### config.mk
export PLATFORM = sky130hd
export DESIGN_NAME = mmu_rights_unit
export DESIGN_NICKNAME = d
export VERILOG_FILES = /design/src/rtl/mmu_rights_pkg.sv /design/src/rtl/mmu_dom_gate.sv /design/src/rtl/mmu_perm_check.sv /design/src/rtl/mmu_fault_regs.sv /design/src/rtl/mmu_rights_unit.sv
export SDC_FILE = /design/constraint.sdc
export NUM_CORES = 1
export LEC_CHECK = 0
export BUFFER_PORTS_ARGS = -buffer_cell sky130_fd_sc_hd__buf_2
export CORE_ASPECT_RATIO = 0.6
export CORE_MARGIN = 4
export CORE_UTILIZATION = 47
export CTS_BUF_LIST = sky130_fd_sc_hd__clkbuf_8
export DETAILED_ROUTE_END_ITERATION = 8
export PLACE_DENSITY = 0.82
export SLEW_MARGIN = 10
export SYNTH_ARGS = -nofsm -noshare
export SYNTH_HDL_FRONTEND = slang
export SYNTH_SLANG_ARGS = --single-unit
### constraint.sdc
create_clock -name clk -period 3.3 [get_ports clk]
set_input_delay 0.495 -clock clk [delete_from_list [all_inputs] [get_ports clk]]
set_output_delay 0.495 -clock clk [all_outputs]
set_load 0.03 [all_outputs]
### src/rtl/mmu_rights_pkg.sv
package mmu_rights_pkg;

   typedef enum logic [1:0] {
      DOM_DENY    = 2'd0,
      DOM_CLIENT  = 2'd1,
      DOM_RSVD    = 2'd2,
      DOM_MANAGER = 2'd3
   } dom_code_e;

   typedef enum logic [1:0] {
      FK_NONE   = 2'd0,
      FK_XLAT   = 2'd1,
      FK_DOMAIN = 2'd2,
      FK_PERM   = 2'd3
   } fault_kind_e;

   localparam int unsigned ST_W = 4;

   // status nibble: section codes are odd, page = section + 2
   function automatic logic [ST_W-1:0] fault_status(fault_kind_e fk, logic section);
      logic [ST_W-1:0] base;
      case (fk)
         FK_XLAT:   base = 4'h5;
         FK_DOMAIN: base = 4'h9;
         FK_PERM:   base = 4'hD;
         default:   base = 4'h0;
      endcase
      return section ? base : (base + 4'h2);
   endfunction

endpackage

### src/rtl/mmu_dom_gate.sv
module mmu_dom_gate
   import mmu_rights_pkg::*;
#(
   parameter int unsigned DOM_W = 4,
   localparam int unsigned NDOM = 1 << DOM_W
)(
   input  logic [2*NDOM-1:0] dacr,
   input  logic [DOM_W-1:0]  dom,
   output dom_code_e         code
);

   logic [1:0] slice [NDOM];

   for (genvar g = 0; g < NDOM; g++) begin : g_slice
      assign slice[g] = dacr[2*g +: 2];
   end

   assign code = dom_code_e'(slice[dom]);

endmodule

### src/rtl/mmu_perm_check.sv
module mmu_perm_check (
   input  logic       is_write,
   input  logic       priv,
   input  logic [1:0] ap,
   input  logic       sys_s,
   input  logic       rom_r,
   output logic       ok
);

   always_comb begin
      ok = 1'b0;
      if (ap == 2'd0) begin
         if (!is_write) begin
            case ({sys_s, rom_r})
               2'b10:   ok = priv;
               2'b01:   ok = 1'b1;
               default: ok = 1'b0;
            endcase
         end
      end else if (priv) begin
         ok = 1'b1;
      end else begin
         case (ap)
            2'd2:    ok = !is_write;
            2'd3:    ok = 1'b1;
            default: ok = 1'b0;
         endcase
      end
   end

endmodule

### src/rtl/mmu_fault_regs.sv
module mmu_fault_regs #(
   parameter int unsigned ADDR_W = 32,
   parameter int unsigned FSR_W  = 8
)(
   input  logic              clk,
   input  logic              rst_n,
   input  logic              load,
   input  logic [FSR_W-1:0]  fsr_d,
   input  logic [ADDR_W-1:0] far_d,
   input  logic              rd_sel,
   output logic [FSR_W-1:0]  fsr_q,
   output logic [ADDR_W-1:0] far_q,
   output logic [ADDR_W-1:0] rd_data
);

   always_ff @(posedge clk or negedge rst_n) begin
      if (!rst_n) begin
         fsr_q <= '0;
         far_q <= '0;
      end else if (load) begin
         fsr_q <= fsr_d;
         far_q <= far_d;
      end
   end

   logic [ADDR_W-1:0] fsr_ext;

   if (ADDR_W > FSR_W) begin : g_pad
      assign fsr_ext = {{(ADDR_W-FSR_W){1'b0}}, fsr_q};
   end else begin : g_nopad
      assign fsr_ext = fsr_q;
   end

   assign rd_data = rd_sel ? far_q : fsr_ext;

endmodule

### src/rtl/mmu_rights_unit.sv
module mmu_rights_unit
   import mmu_rights_pkg::*;
#(
   parameter int unsigned ADDR_W        = 32,
   parameter int unsigned DOM_W         = 4,
   parameter bit          FETCH_DOM_UPD = 1'b1,
   localparam int unsigned NDOM  = 1 << DOM_W,
   localparam int unsigned FSR_W = DOM_W + ST_W
)(
   input  logic              clk,
   input  logic              rst_n,
   input  logic              check_en,
   input  logic              mmu_on,
   input  logic [1:0]        acc_kind,
   input  logic              priv,
   input  logic [DOM_W-1:0]  dom,
   input  logic [1:0]        ap,
   input  logic              is_section,
   input  logic [2*NDOM-1:0] dacr,
   input  logic              sys_s,
   input  logic              rom_r,
   input  logic              xlat_fault,
   input  logic [ADDR_W-1:0] vaddr,
   input  logic              rd_sel,
   output logic              allow,
   output logic              dabort,
   output logic              pabort,
   output logic              fill_en,
   output logic [ADDR_W-1:0] rd_data
);

   if (DOM_W < 1 || DOM_W > 4) begin : g_bad_dom
      $error("mmu_rights_unit: DOM_W must be 1..4");
   end
   if (FSR_W > ADDR_W) begin : g_bad_addr
      $error("mmu_rights_unit: ADDR_W too narrow for fault status");
   end

   logic        is_fetch, is_write, perm_ok, load;
   dom_code_e   code;
   fault_kind_e fk;
   logic [FSR_W-1:0]  fsr_q;
   logic [ADDR_W-1:0] far_q;

   assign is_fetch = (acc_kind == 2'b00);
   assign is_write = acc_kind[1];

   mmu_dom_gate #(.DOM_W(DOM_W)) gate_i (
      .dacr (dacr),
      .dom  (dom),
      .code (code)
   );

   mmu_perm_check perm_i (
      .is_write (is_write),
      .priv     (priv),
      .ap       (ap),
      .sys_s    (sys_s),
      .rom_r    (rom_r),
      .ok       (perm_ok)
   );

   always_comb begin
      allow   = 1'b0;
      fill_en = 1'b0;
      fk      = FK_NONE;
      if (check_en) begin
         if (!mmu_on) begin
            allow = 1'b1;
         end else if (xlat_fault) begin
            fk = FK_XLAT;
         end else begin
            case (code)
               DOM_DENY: fk = FK_DOMAIN;
               DOM_CLIENT: begin
                  if (perm_ok) begin
                     allow   = 1'b1;
                     fill_en = 1'b1;
                  end else begin
                     fk = FK_PERM;
                  end
               end
               DOM_RSVD: allow = 1'b1;
               default: begin
                  allow   = 1'b1;
                  fill_en = 1'b1;
               end
            endcase
         end
      end
   end

   assign dabort = (fk != FK_NONE) && !is_fetch;
   assign pabort = (fk != FK_NONE) && is_fetch;

   if (FETCH_DOM_UPD) begin : g_fetch_upd
      assign load = dabort || (pabort && fk == FK_DOMAIN);
   end else begin : g_fetch_keep
      assign load = dabort;
   end

   mmu_fault_regs #(.ADDR_W(ADDR_W), .FSR_W(FSR_W)) regs_i (
      .clk     (clk),
      .rst_n   (rst_n),
      .load    (load),
      .fsr_d   ({dom, fault_status(fk, is_section)}),
      .far_d   (vaddr),
      .rd_sel  (rd_sel),
      .fsr_q   (fsr_q),
      .far_q   (far_q),
      .rd_data (rd_data)
   );

endmodule

After elaboration in Yosys (flattened, before gate mapping):

Cells that the tools add are included.

* reduce and logical (&&, ||, !) cells: 11
* bitwise logic cells: 1
* equal/unequal tests: 9
* multiplexer cells: 25
* add/subtract/negate cells: 1
* $lt $le $gt $ge: 1

Operator list (count)
* $mux W32: 1
* $eq A2 B2 Y1 const B: 6
* $mux W2: 6
* $pmux W4 S3: 1
* $mux W1: 10
* $bmux W2 S4: 1
* $pmux W1 S2: 4
* $eq A2 B1 Y1 const B: 3
* $logic_not A2 Y1: 3
* $ge A5 B5 Y1 const B: 1
* $not A4 Y5: 1
* $add A4 B2 Y4 const B: 1
* $mux W4: 1
* $pmux W2 S2: 1
* $logic_and A1 B1 Y1: 3
* $logic_not A1 Y1: 2
* $reduce_bool A2 Y1: 1
* $reduce_or A2 Y1: 1
* $logic_or A1 B1 Y1: 1

* flip-flop bits (word level): 40
* bits of input ports: 82
* logic and storage cells: 50
* output and inout port bits: 36

Logic depth before layout (Yosys ltp):

Gate-level depths: netlist of run 1.

* depth in word-level cells: 13
* gate-level depth with buffers: 9
* mapped depth without buffers: 7

Hierarchy:

A second synthesis of run 1 with hierarchy kept.

* cell total of the unflattened synthesis: 167
* area total of the unflattened synthesis: 2175.8 sq um

Modules (own cells, without submodules)
* mmu_fault_regs: cells each 119, area each 1751.7 sq um, seq. area each 1001.0 sq um, times used 1
* mmu_dom_gate: cells each 21, area each 269.0 sq um, seq. area each 0.0 sq um, times used 1
* mmu_rights_unit: cells each 18, area each 93.8 sq um, seq. area each 0.0 sq um, times used 1
* mmu_perm_check: cells each 9, area each 61.3 sq um, seq. area each 0.0 sq um, times used 1

Least setup slack after synthesis of run 1:

OpenSTA, ideal clock, no wires.

* path kind: input -> output
* start point: input dom[2]
* end point: output pabort
* arrival time: 2703 ps
* cell stages on the path: 7
* slack: 102 ps
* buffers on the path: 2
* required time: 2805 ps
* cell sequence: buf_6 buf_6 mux2_1 mux4_2 nand2_1 a221oi_1 nor4_1

* cells in the longest elaborated chain, start to end: 11
* elaborated cells between the ends (all ways): 12
* those cells by class: 1 x eq/ne; 7 x mux; 1 x bitwise; 3 x reduce/logical

RTL lines
* start, declared: RTL line mmu_rights_unit.sv:16 `input logic [DOM_W-1:0] dom,`
* $not A4 Y5 (implied by the code) *: RTL line mmu_dom_gate.sv:18 `assign code = dom_code_e'(slice[dom]);`
* $bmux W2 S4 *: RTL line mmu_dom_gate.sv:18
* $mux W2 (implied by the code) * (2 in series): RTL line mmu_dom_gate.sv:18
* $eq A2 B1 Y1 or $logic_not A2 Y1 (tied branches): RTL line mmu_rights_unit.sv:73 `case (code)`
* $pmux W2 S2 *: RTL line mmu_rights_unit.sv:73
* $mux W2 *: RTL line mmu_rights_unit.sv:70 `end else if (xlat_fault) begin`
* $mux W2 *: RTL line mmu_rights_unit.sv:68 `if (!mmu_on) begin`
* $mux W2 *: RTL line mmu_rights_unit.sv:67 `if (check_en) begin`
* $reduce_bool A2 Y1 *: RTL line mmu_rights_unit.sv:94 `assign pabort = (fk != FK_NONE) && is_fetch;`
* $logic_and A1 B1 Y1 *: RTL line mmu_rights_unit.sv:94
* end, declared: RTL line mmu_rights_unit.sv:27 `output logic pabort,`

Mark *: on every way between the ends. The rest lies on a longest branch, timed or not. The select of a mux whose other input is x is not followed.

Final worst setup path of run 1:

* start point: input dom[2]
* end point: output allow

* cells in the longest elaborated chain, start to end: 9
* elaborated cells between the ends (all ways): 10
* those cells by class: 1 x eq/ne; 7 x mux; 1 x bitwise; 1 x reduce/logical

RTL lines
* $not A4 Y5 (implied by the code) *: RTL line mmu_dom_gate.sv:18
* $bmux W2 S4 *: RTL line mmu_dom_gate.sv:18
* $mux W2 (implied by the code) * (2 in series): RTL line mmu_dom_gate.sv:18
* $eq A2 B1 Y1 or $logic_not A2 Y1 (tied branches): RTL line mmu_rights_unit.sv:73
* $pmux W1 S2 *: RTL line mmu_rights_unit.sv:73
* $mux W1 *: RTL line mmu_rights_unit.sv:70
* $mux W1 *: RTL line mmu_rights_unit.sv:68
* $mux W1 *: RTL line mmu_rights_unit.sv:67
* end, declared: RTL line mmu_rights_unit.sv:25 `output logic allow,`

Marks and branches as above.

==> results of run 1 <==
==> area by class of cell <==
type	instances	share of cell area, %
timing repair buffer	119	19.6
clock inverter	1	0.978
multi-input combinational	130	40.5
clock buffer	7	3.14
sequential	40	32.6
inverter	5	0.611
tap	63	2.57
==> layer usage <==
metal	global-route usage, %	vias to the layer above
li1	-	893
met1	25.2	864
met2	27.0	61
met3	5.57	2
met4	2.56	0
met5	0	-
==> final timing paths <==
kind                                    endpoint       startpoint
worst max register to register   regs_i.far_q[5]  regs_i.far_q[5]
worst min register to register   regs_i.fsr_q[0]  regs_i.fsr_q[0]
max in group asynchronous        regs_i.far_q[3]            rst_n
worst max-delay path                       allow           dom[2]
worst min-delay path            regs_i.far_q[25]            rst_n
min in group clk                 regs_i.fsr_q[1]       is_section
==> power by group <==
part           internal [uW]  switching (uW)
logic                    306             345
clock network            267             159
registers                633            68.1
total                   1210             572
==> sequential cells by signal (all words and copies together) (netlist names) <==
name and flops:
regs_i.far_q 32, regs_i.fsr_q 8
==> critical path, delay by kind of cell <==
kind	cells	cell delay (ps)
multiplexers	2	640
buffers and inverters	2	540
AO/OA/AOI/OAI	2	610
AND/OR/NAND/NOR	1	240
==> stage by stage <==
| stage | total power [uW] | setup WS [ps] | std cells | hold slack (ps) | area, sq um |
|---|---|---|---|---|---|
| 2_1_floorplan | 1170 | 102 | 186 | 199 | 2340 |
| 3_3_place_gp | 1350 | 284 | 357 | 450 | 2940 |
| 3_5_place_dp | 1370 | 206 | 357 | 452 | 2940 |
| 4_1_cts | 1800 | 284 | 365 | 342 | 3070 |
| 5_1_grt | 1890 | 101 | 365 | 369 | 3070 |
| 6_report | 1780 | 284 | 365 | 318 | 3070 |
==> kinds of logic after synthesis <==
| group | Yosys count | share of synthesized area [%] |
|---|---|---|
| AND/OR/NAND/NOR | 48 | 11.7 |
| adder cells (fa/ha/maj) | 2 | 1.07 |
| AO/OA/AOI/OAI | 16 | 5.35 |
| multiplexers | 64 | 35.1 |
| flip-flops | 40 | 42.8 |
| buffers and inverters | 16 | 4.06 |
==> cell usage in the layout, fill, tap and decap left out, drive strengths merged, types with 2 or more instances in the layout <==
cell      n
mux4      4
mux2     50
nor3      3
inv       5
o22ai     2
mux2i    10
ha        2
a221oi    2
and2     25
nand2     6
dfrtp    40
clkbuf    7
a21oi     2
nor2b     3
o32ai     2
buf     119
nor2      4
o21a      2
o21ai     2
==> metrics.cfg, run 1 <==
[finish]
fin_util_pct = 65.5
drive_above_1_share_pct = 53.0
nets = 385
fillers = 376
multi_input_area_sq_um = 1240
seqCellArea_sq_um = 1000
syn_to_final_growth_pct = 31.2
n_antenna_cell = 0

[worst_setup_path]
crit_required_ps = 2800
path_cells = buf_2 -> mux2i_1 -> mux4_2 -> and2_1 -> a221oi_1 -> o21a_1 -> buf_2
crit_slowest_cell = mux4_2
cpPeakStageDelay_ps = 510
cp_common_cell = buf_2
path_class = in -> out
cp.arrival_ps = 2520
worst-r2r-cell-count = 1
endpoint_kind = primary output
crit_fanout = 17
r2r_slack_ps = 2490
start_kind = input port

[synth]
synth-edff-count = 0
synth-seq-cells = 40
synth_cell_types = 35
syn_area_sq_um = 2340
ys_seq_area_share_pct = 42.8
synth_top_area_share_pct = 42.8
ys_warn_count = 0
synth.avg_cell_area_sq_um = 12.6
synth_ff_type = dfrtp_1
synthTopCellsByArea = dfrtp_1 43%, mux2_4 12%, mux2_1 11%
synthArstFlopShare_pct = 100
synth_top_area_cell = dfrtp_1
synth_fp_nets = 270
synthCells = 186
synthTopCellsByCount = 40 x dfrtp_1, 25 x and2_1, 23 x mux2_1, 18 x mux2_4, 10 x mux2i_1
synth.most_common_cell = dfrtp_1

[timing]
setup_viol = 0
fin_setup_tns_ps = 0
tightest_slew_ps = 856
clock_skew_ps = 0
min_period_over_period_pct = 91.4
finalHoldViolations = 0
slew_viol_final = 0
rsz0062_at_grt = no
fmax_mhz = 332
relSlewSlack_pct = 42.9
post-route-min-period_ps = 3020

[drt]
vias = 1820
routedLengthMet1_mm = 2.52
viasPerCell = 4.99
wl_met3_um = 428
detail_route.wl_per_cell_um = 14.8
dr.pass1.iters = 4
wl_met2_mm = 2.44
antenna_left = 0
top_layer = met4
drt_iter0_drc = 48
drc = 0
detail_route.wirelength_mm = 5.40

[place]
gp_congestion = 0.799
dp_hpwl_mm = 4.25
port_buffers = 117

[floorplanning]
pin_count = 118
rows = 19
die_w_um = 99.1
die_h_um = 62.7
core_sq_um = 4680
start_util_pct = 50.0
design.die.area_sq_um = 6210

[clock_tree]
ctsHoldBuffers = 0
post_cts_buffers = 0
h-tree-depth = 2
clk_latency_ps = 280
cts_buffer_depth = 2
cts_sinks = 40
cts-root-buf = clkbuf_8
post_cts_resized = 0
cts.clk_slew.worst_paths_ps = 80
numCtsBuffers = 5
cts_tree = done

[status]
outcome = finished clean

[flow_run]
maxCapViolCount = 0

[grt]
grt_max_degree = 41
grt_pass1_wl_mm = 8.69
track_usage_pct = 17.7
grt_pass1_vias = 1815
antenna_found_initial = 0
grt_overflow = 0

[power_and_ir_drop]
power.density_nw_per_um2 = 580
ir_drop_uv = 386
leakage_uw = 0.00159

[hold_path]
hold_class = in -> async

No activity file was read; power rests on OpenSTA's default activity.
==> run 2: changes to the inputs <==
--- a/config.mk
+++ b/config.mk
@@ -6,12 +6,15 @@
 export NUM_CORES = 1
 export LEC_CHECK = 0
 export BUFFER_PORTS_ARGS = -buffer_cell sky130_fd_sc_hd__buf_2
+export CELL_PAD_IN_SITES_DETAIL_PLACEMENT = 1
+export CELL_PAD_IN_SITES_GLOBAL_PLACEMENT = 1
 export CORE_ASPECT_RATIO = 0.6
 export CORE_MARGIN = 4
-export CORE_UTILIZATION = 47
+export CORE_UTILIZATION = 36
 export CTS_BUF_LIST = sky130_fd_sc_hd__clkbuf_8
 export DETAILED_ROUTE_END_ITERATION = 8
-export PLACE_DENSITY = 0.82
+export PLACE_DENSITY_LB_ADDON = 0.1
+export RECOVER_POWER = 50
 export SLEW_MARGIN = 10
 export SYNTH_ARGS = -nofsm -noshare
 export SYNTH_HDL_FRONTEND = slang
==> metrics.cfg, run 2 (same netlist as run 1, synthesis figures left out) <==
[finish]
largest-register = regs_i.far_q  ; unchanged
reg_top3 = regs_i.far_q (32), regs_i.fsr_q (8)  ; unchanged
layout_common_cells = 103 x buf_2, 40 x dfrtp_1, 23 x mux2_1, 20 x and2_1, 18 x mux2_4  ; was 117 x buf_2, 40 x dfrtp_1, 25 x and2_1, 23 x mux2_1, 18 x mux2_4
syn_to_final_growth_pct = 30.8  ; was 31.2%
n_antenna_cell = 0  ; unchanged
largest_reg_flops = 32  ; unchanged
nets = 385  ; unchanged
layout_commonest_cell = buf_2  ; unchanged
drive_above_1_share_pct = 48.2  ; was 53.0%

[worst_setup_path]
crit_fanout = 17  ; unchanged
worst-r2r-cell-count = 1  ; unchanged
crit_family = multiplexers  ; unchanged
worst-path-stages = 7  ; unchanged
endpoint_kind = primary output  ; unchanged
path_cells = buf_2 -> mux2i_1 -> mux4_2 -> and2_1 -> a221oi_1 -> o21a_1 -> buf_2  ; unchanged
r2r-start = regs_i.fsr_q[3]  ; was regs_i.far_q[5]
cp_common_cell = buf_2  ; unchanged
r2r_end = regs_i.fsr_q[3]  ; was regs_i.far_q[5]
crit_slowest_cell = mux4_2  ; unchanged
path_class = in -> out  ; unchanged
cpPeakStageDelay_ps = 520  ; was 510 ps
startpoint = dom[2]  ; unchanged
cp.arrival_ps = 2570  ; was 2520 ps
r2r_slack_ps = 2480  ; was 2490 ps
crit_required_ps = 2800  ; about the same
crit_buf_inv = 2  ; unchanged
start_kind = input port  ; unchanged

[drt]
dr.pass1.iters = 4  ; unchanged
detail_route.wirelength_mm = 6.03  ; was 5.40 mm
drt_iter0_drc = 53  ; was 48
drc = 0  ; unchanged
viasPerCell = 4.78  ; was 4.99
detail_route.wl_per_cell_um = 15.7  ; was 14.8 um
antenna_left = 0  ; unchanged
vias = 1842  ; was 1820

[timing]
min_period_over_period_pct = 92.8  ; was 91.4%
fin_setup_tns_ps = 0  ; unchanged
slew_viol_final = 41  ; was 0
fmax_mhz = 327  ; was 332 MHz
relSlewSlack_pct = -45.2  ; was 42.9%
setup_viol = 0  ; unchanged
post-route-min-period_ps = 3060  ; was 3020 ps
tightest_slew_ps = 2180  ; was 856 ps
finalHoldViolations = 0  ; unchanged
rsz0062_at_grt = no  ; unchanged
clock_skew_ps = 0  ; unchanged

[floorplanning]
design.die.area_sq_um = 7900  ; was 6210 sq um
die_h_um = 70.4  ; was 62.7 um
start_util_pct = 37.8  ; was 50.0%
pin_count = 118  ; unchanged
core_sq_um = 6190  ; was 4680 sq um
rows = 22  ; was 19
die_w_um = 112  ; was 99.1 um

[power_and_ir_drop]
swShare_pct = 34.2  ; was 32.2%
ir_drop_uv = 251  ; was 386 uV
leakage_uw = 0.00153  ; was 0.00159 uW
p_int_uw = 1120  ; was 1210 uW
pwr-share-clk_pct = 20.4  ; was 23.9%
p_switching_uw = 582  ; was 572 uW
p_seq_share_pct = 41.3  ; was 39.4%
power.density_nw_per_um2 = 556  ; was 580 nW/um^2
power_uw = 1700  ; was 1780 uW
combPwrFrac_pct = 38.4  ; was 36.6%

[grt]
grt_overflow = 0  ; unchanged
antenna_found_initial = 0  ; unchanged
grt_pass1_wl_mm = 10.0  ; was 8.69 mm
grt_pass1_vias = 2051  ; was 1815
grt_max_degree = 41  ; unchanged
track_usage_pct = 15.7  ; was 17.7%

[flow_run]
maxCapViolCount = 1  ; was 0

[status]
violations = capacitance limit, slew limit
outcome = complete, but fails checks  ; was finished clean

[clock_tree]
cts.clk_slew.worst_paths_ps = 70  ; was 80 ps
clk_latency_ps = 280  ; about the same
cts_sinks = 40  ; unchanged
post_cts_buffers = 0  ; unchanged
cts_tree = done  ; unchanged
numCtsBuffers = 5  ; unchanged
post_cts_resized = 0  ; unchanged
h-tree-depth = 2  ; unchanged
ctsHoldBuffers = 0  ; unchanged
cts_buffer_depth = 2  ; unchanged
cts-root-buf = clkbuf_8  ; unchanged

[place]
gp_congestion = 0.799  ; about the same
port_buffers = 117  ; unchanged
dp_hpwl_mm = 4.64  ; was 4.25 mm

[hold_path]
hold_class = in -> reg  ; was in -> async
hold_end = regs_i.fsr_q[1]
hp-start = is_section
holdPathStages = 2

-- run 2: changes by cell type in the layout (fill, tap and decap cells not counted), sizes merged --
cell / delta
clkbuf: +14
buf: -14
bufinv: -1
-- run 2: cell type report --
class | instances | area, sq um
flip-flops and latches | 40 | 1000
multi-input cells | 130 | 1240
well taps | 84 | 105
clock buffers | 7 | 96.3
inverters | 5 | 18.8
fillers | 708 | 3130
repair buffers | 119 | 596
-- run 2: per-stage QoR --
stage	util (%)	hold WS [ps]	cell area, sq um	cells	worst slack [ps]
floorplan	-	199	2340	186	102
global placement	48.1	453	2980	378	319
detailed placement	48.1	473	2980	378	251
CTS	49.7	364	3080	385	244
global route	49.4	381	3060	385	106
finish	49.4	384	3060	385	238
-- run 2: worst max path at each step --
stage                       end  slack (ps)
4_1_cts                   allow         240
2_1_floorplan            pabort         100
6_report                  allow         240
5_1_grt                   allow         110
3_3_place_gp   regs_i.far_q[29]         320
3_5_place_dp              allow         250
-- run 2: routing by layer --
metal	wire length [um]	GRT usage, %
met1	2980	23.0
met2	2560	22.6
met3	446	4.76
met4	43	3.60
met5	0	0
-- run 2: power groups by stage --
stage | Clock (uW) | Combinational [uW] | Sequential [uW]
2_1_floorplan | 0 | 486 | 686
3_3_place_gp | 0 | 659 | 704
3_5_place_dp | 0 | 668 | 710
4_1_cts | 362 | 671 | 702
5_1_grt | 388 | 707 | 721
6_report | 347 | 653 | 702
==> run 3: changes to the inputs <==
--- a/config.mk
+++ b/config.mk
@@ -13,7 +13,7 @@
 export CORE_UTILIZATION = 36
 export CTS_BUF_LIST = sky130_fd_sc_hd__clkbuf_8
 export DETAILED_ROUTE_END_ITERATION = 8
-export PLACE_DENSITY_LB_ADDON = 0.1
+export PLACE_DENSITY = 0.91
 export RECOVER_POWER = 50
 export SLEW_MARGIN = 10
 export SYNTH_ARGS = -nofsm -noshare
==> metrics.cfg, run 3 (same netlist as run 1, synthesis figures left out) <==
[grt]
grt_max_degree = 41  ; unchanged
grt_overflow = 0  ; unchanged
grt_pass1_wl_mm = 9.87  ; was 10.0 mm
antenna_found_initial = 0  ; unchanged
grt_pass1_vias = 2053  ; was 2051
track_usage_pct = 15.5  ; was 15.7%

[finish]
fillers = 732  ; was 708
largest_reg_flops = 32  ; unchanged
finalInstanceArea_sq_um = 3040  ; was 3060 sq um
nets = 385  ; unchanged
largest-register = regs_i.far_q  ; unchanged
layout_common_cells = 111 x buf_2, 40 x dfrtp_1, 23 x mux2_1, 18 x mux2_4, 13 x and2_0  ; was 103 x buf_2, 40 x dfrtp_1, 23 x mux2_1, 20 x and2_1, 18 x mux2_4
reg_top3 = regs_i.far_q (32), regs_i.fsr_q (8)  ; unchanged
syn_to_final_growth_pct = 29.9  ; was 30.8%
n_antenna_cell = 0  ; unchanged
drive_above_1_share_pct = 50.5  ; was 48.2%
layout_commonest_cell = buf_2  ; unchanged

[timing]
post-route-min-period_ps = 3000  ; was 3060 ps
clock_skew_ps = 0  ; unchanged
tightest_slew_ps = 2070  ; was 2180 ps
finalHoldViolations = 0  ; unchanged
min_period_over_period_pct = 90.8  ; was 92.8%
fmax_mhz = 334  ; was 327 MHz
slew_viol_final = 41  ; unchanged
setup_viol = 0  ; unchanged
fin_setup_tns_ps = 0  ; unchanged
rsz0062_at_grt = no  ; unchanged
relSlewSlack_pct = -37.9  ; was -45.2%

[power_and_ir_drop]
combPwrFrac_pct = 39.3  ; was 38.4%
power.density_nw_per_um2 = 544  ; was 556 nW/um^2
p_int_uw = 1070  ; was 1120 uW
swShare_pct = 35.0  ; was 34.2%
leakage_uw = 0.00154  ; was 0.00153 uW
p_seq_share_pct = 42.6  ; was 41.3%
p_switching_uw = 580  ; was 582 uW
ir_drop_uv = 221  ; was 251 uV
pwr-share-clk_pct = 18.1  ; was 20.4%

[floorplanning]
rows = 22  ; unchanged
pin_count = 118  ; unchanged
die_w_um = 112  ; unchanged
design.die.area_sq_um = 7900  ; unchanged
core_sq_um = 6190  ; unchanged
start_util_pct = 37.8  ; unchanged
die_h_um = 70.4  ; unchanged

[worst_setup_path]
start_kind = input port  ; unchanged
path_class = in -> out  ; unchanged
crit_fanout = 17  ; unchanged
crit_required_ps = 2800  ; about the same
cpPeakStageDelay_ps = 530  ; was 520 ps
endpoint_kind = primary output  ; unchanged
cp_common_cell = buf_2  ; unchanged
cp.arrival_ps = 2500  ; was 2570 ps
crit_slowest_cell = mux4_2  ; unchanged
path_cells = buf_2 -> mux2i_1 -> mux4_2 -> nor2b_1 -> a221oi_1 -> o21a_1 -> buf_2  ; was buf_2 -> mux2i_1 -> mux4_2 -> and2_1 -> a221oi_1 -> o21a_1 -> buf_2
r2r_slack_ps = 2490  ; was 2480 ps

[place]
gp_congestion = 0.794  ; was 0.799
placed_area_sq_um = 2970  ; was 2980 sq um
port_buffers = 117  ; unchanged
dp_hpwl_mm = 4.79  ; was 4.64 mm

[drt]
vias = 1828  ; was 1842
detail_route.wirelength_mm = 6.05  ; was 6.03 mm
viasPerCell = 4.75  ; was 4.78
antenna_left = 0  ; unchanged
drt_iter0_drc = 41  ; was 53
detail_route.wl_per_cell_um = 15.7  ; about the same
drc = 0  ; unchanged
dr.pass1.iters = 4  ; unchanged

[hold_path]
hold_class = in -> reg  ; unchanged

[clock_tree]
cts_tree = done  ; unchanged
numCtsBuffers = 5  ; unchanged
cts-root-buf = clkbuf_8  ; unchanged
post_cts_buffers = 0  ; unchanged
clk_latency_ps = 280  ; about the same
ctsHoldBuffers = 0  ; unchanged
cts.clk_slew.worst_paths_ps = 80  ; was 70 ps
cts_sinks = 40  ; unchanged
cts_buffer_depth = 2  ; unchanged
post_cts_resized = 0  ; unchanged
h-tree-depth = 2  ; unchanged

[flow_run]
maxCapViolCount = 1  ; unchanged

[status]
outcome = complete, but fails checks  ; unchanged
violations = capacitance limit, slew limit  ; unchanged

-- run 3: power groups by stage --
stage | sequential (uW) | combinational [uW] | clock (uW)
2_1_floorplan | 686 | 486 | 0
3_3_place_gp | 707 | 642 | 0
3_5_place_dp | 714 | 664 | 0
4_1_cts | 706 | 667 | 310
5_1_grt | 724 | 707 | 331
6_report | 704 | 651 | 299
-- run 3: layer usage --
layer  part of all wire [%]  GRT usage [%]  vias up
met5                      0              0        -
met4                   0.13           1.60        0
met3                    5.7           4.59        2
met2                     48           26.8       54
met1                     46           20.0      881
li1                       -              -      891
-- run 3: final timing paths --
kind,cells after the start,from,endpoint
setup / recovery,7,dom[2],allow
hold / removal,2,is_section,regs_i.fsr_q[1]
setup reg to reg,1,regs_i.fsr_q[3],regs_i.fsr_q[3]
hold reg to reg,1,regs_i.fsr_q[0],regs_i.fsr_q[0]
max in group asynchronous,1,rst_n,regs_i.far_q[7]
min in group asynchronous,1,rst_n,regs_i.far_q[27]
-- run 3: area by class of cell --
class                   count  area [sq um]  share of cell area [%]
flip-flops and latches     40          1000                    32.9
inverters                   5          18.8                   0.618
clock inverters             2          8.76                   0.288
clock buffers               5          68.8                    2.26
multi-input cells         130          1240                    40.9
well taps                  84           105                    3.46
repair buffers            119           593                    19.5
-- run 3: metrics by stage --
| stage | hold slack [ps] | util (%) | std cells | power [uW] | worst slack, ps |
|---|---|---|---|---|---|
| 2_1_floorplan | 199 | - | 186 | 1170 | 102 |
| 3_3_place_gp | 453 | 47.9 | 378 | 1350 | 265 |
| 4_1_cts | 360 | 49.2 | 385 | 1680 | 302 |
| 6_report | 397 | 49.1 | 385 | 1650 | 305 |
| 5_1_grt | 406 | 49.1 | 385 | 1760 | 146 |
| 3_5_place_dp | 464 | 47.9 | 378 | 1380 | 185 |
-- run 3: critical path: cells and delay by family --
| family | cells | cell delay, ps |
|---|---|---|
| AND/OR/NAND/NOR | 1 | 210 |
| multiplexers | 2 | 690 |
| AO/OA/AOI/OAI | 2 | 570 |
| buffers and inverters | 2 | 540 |
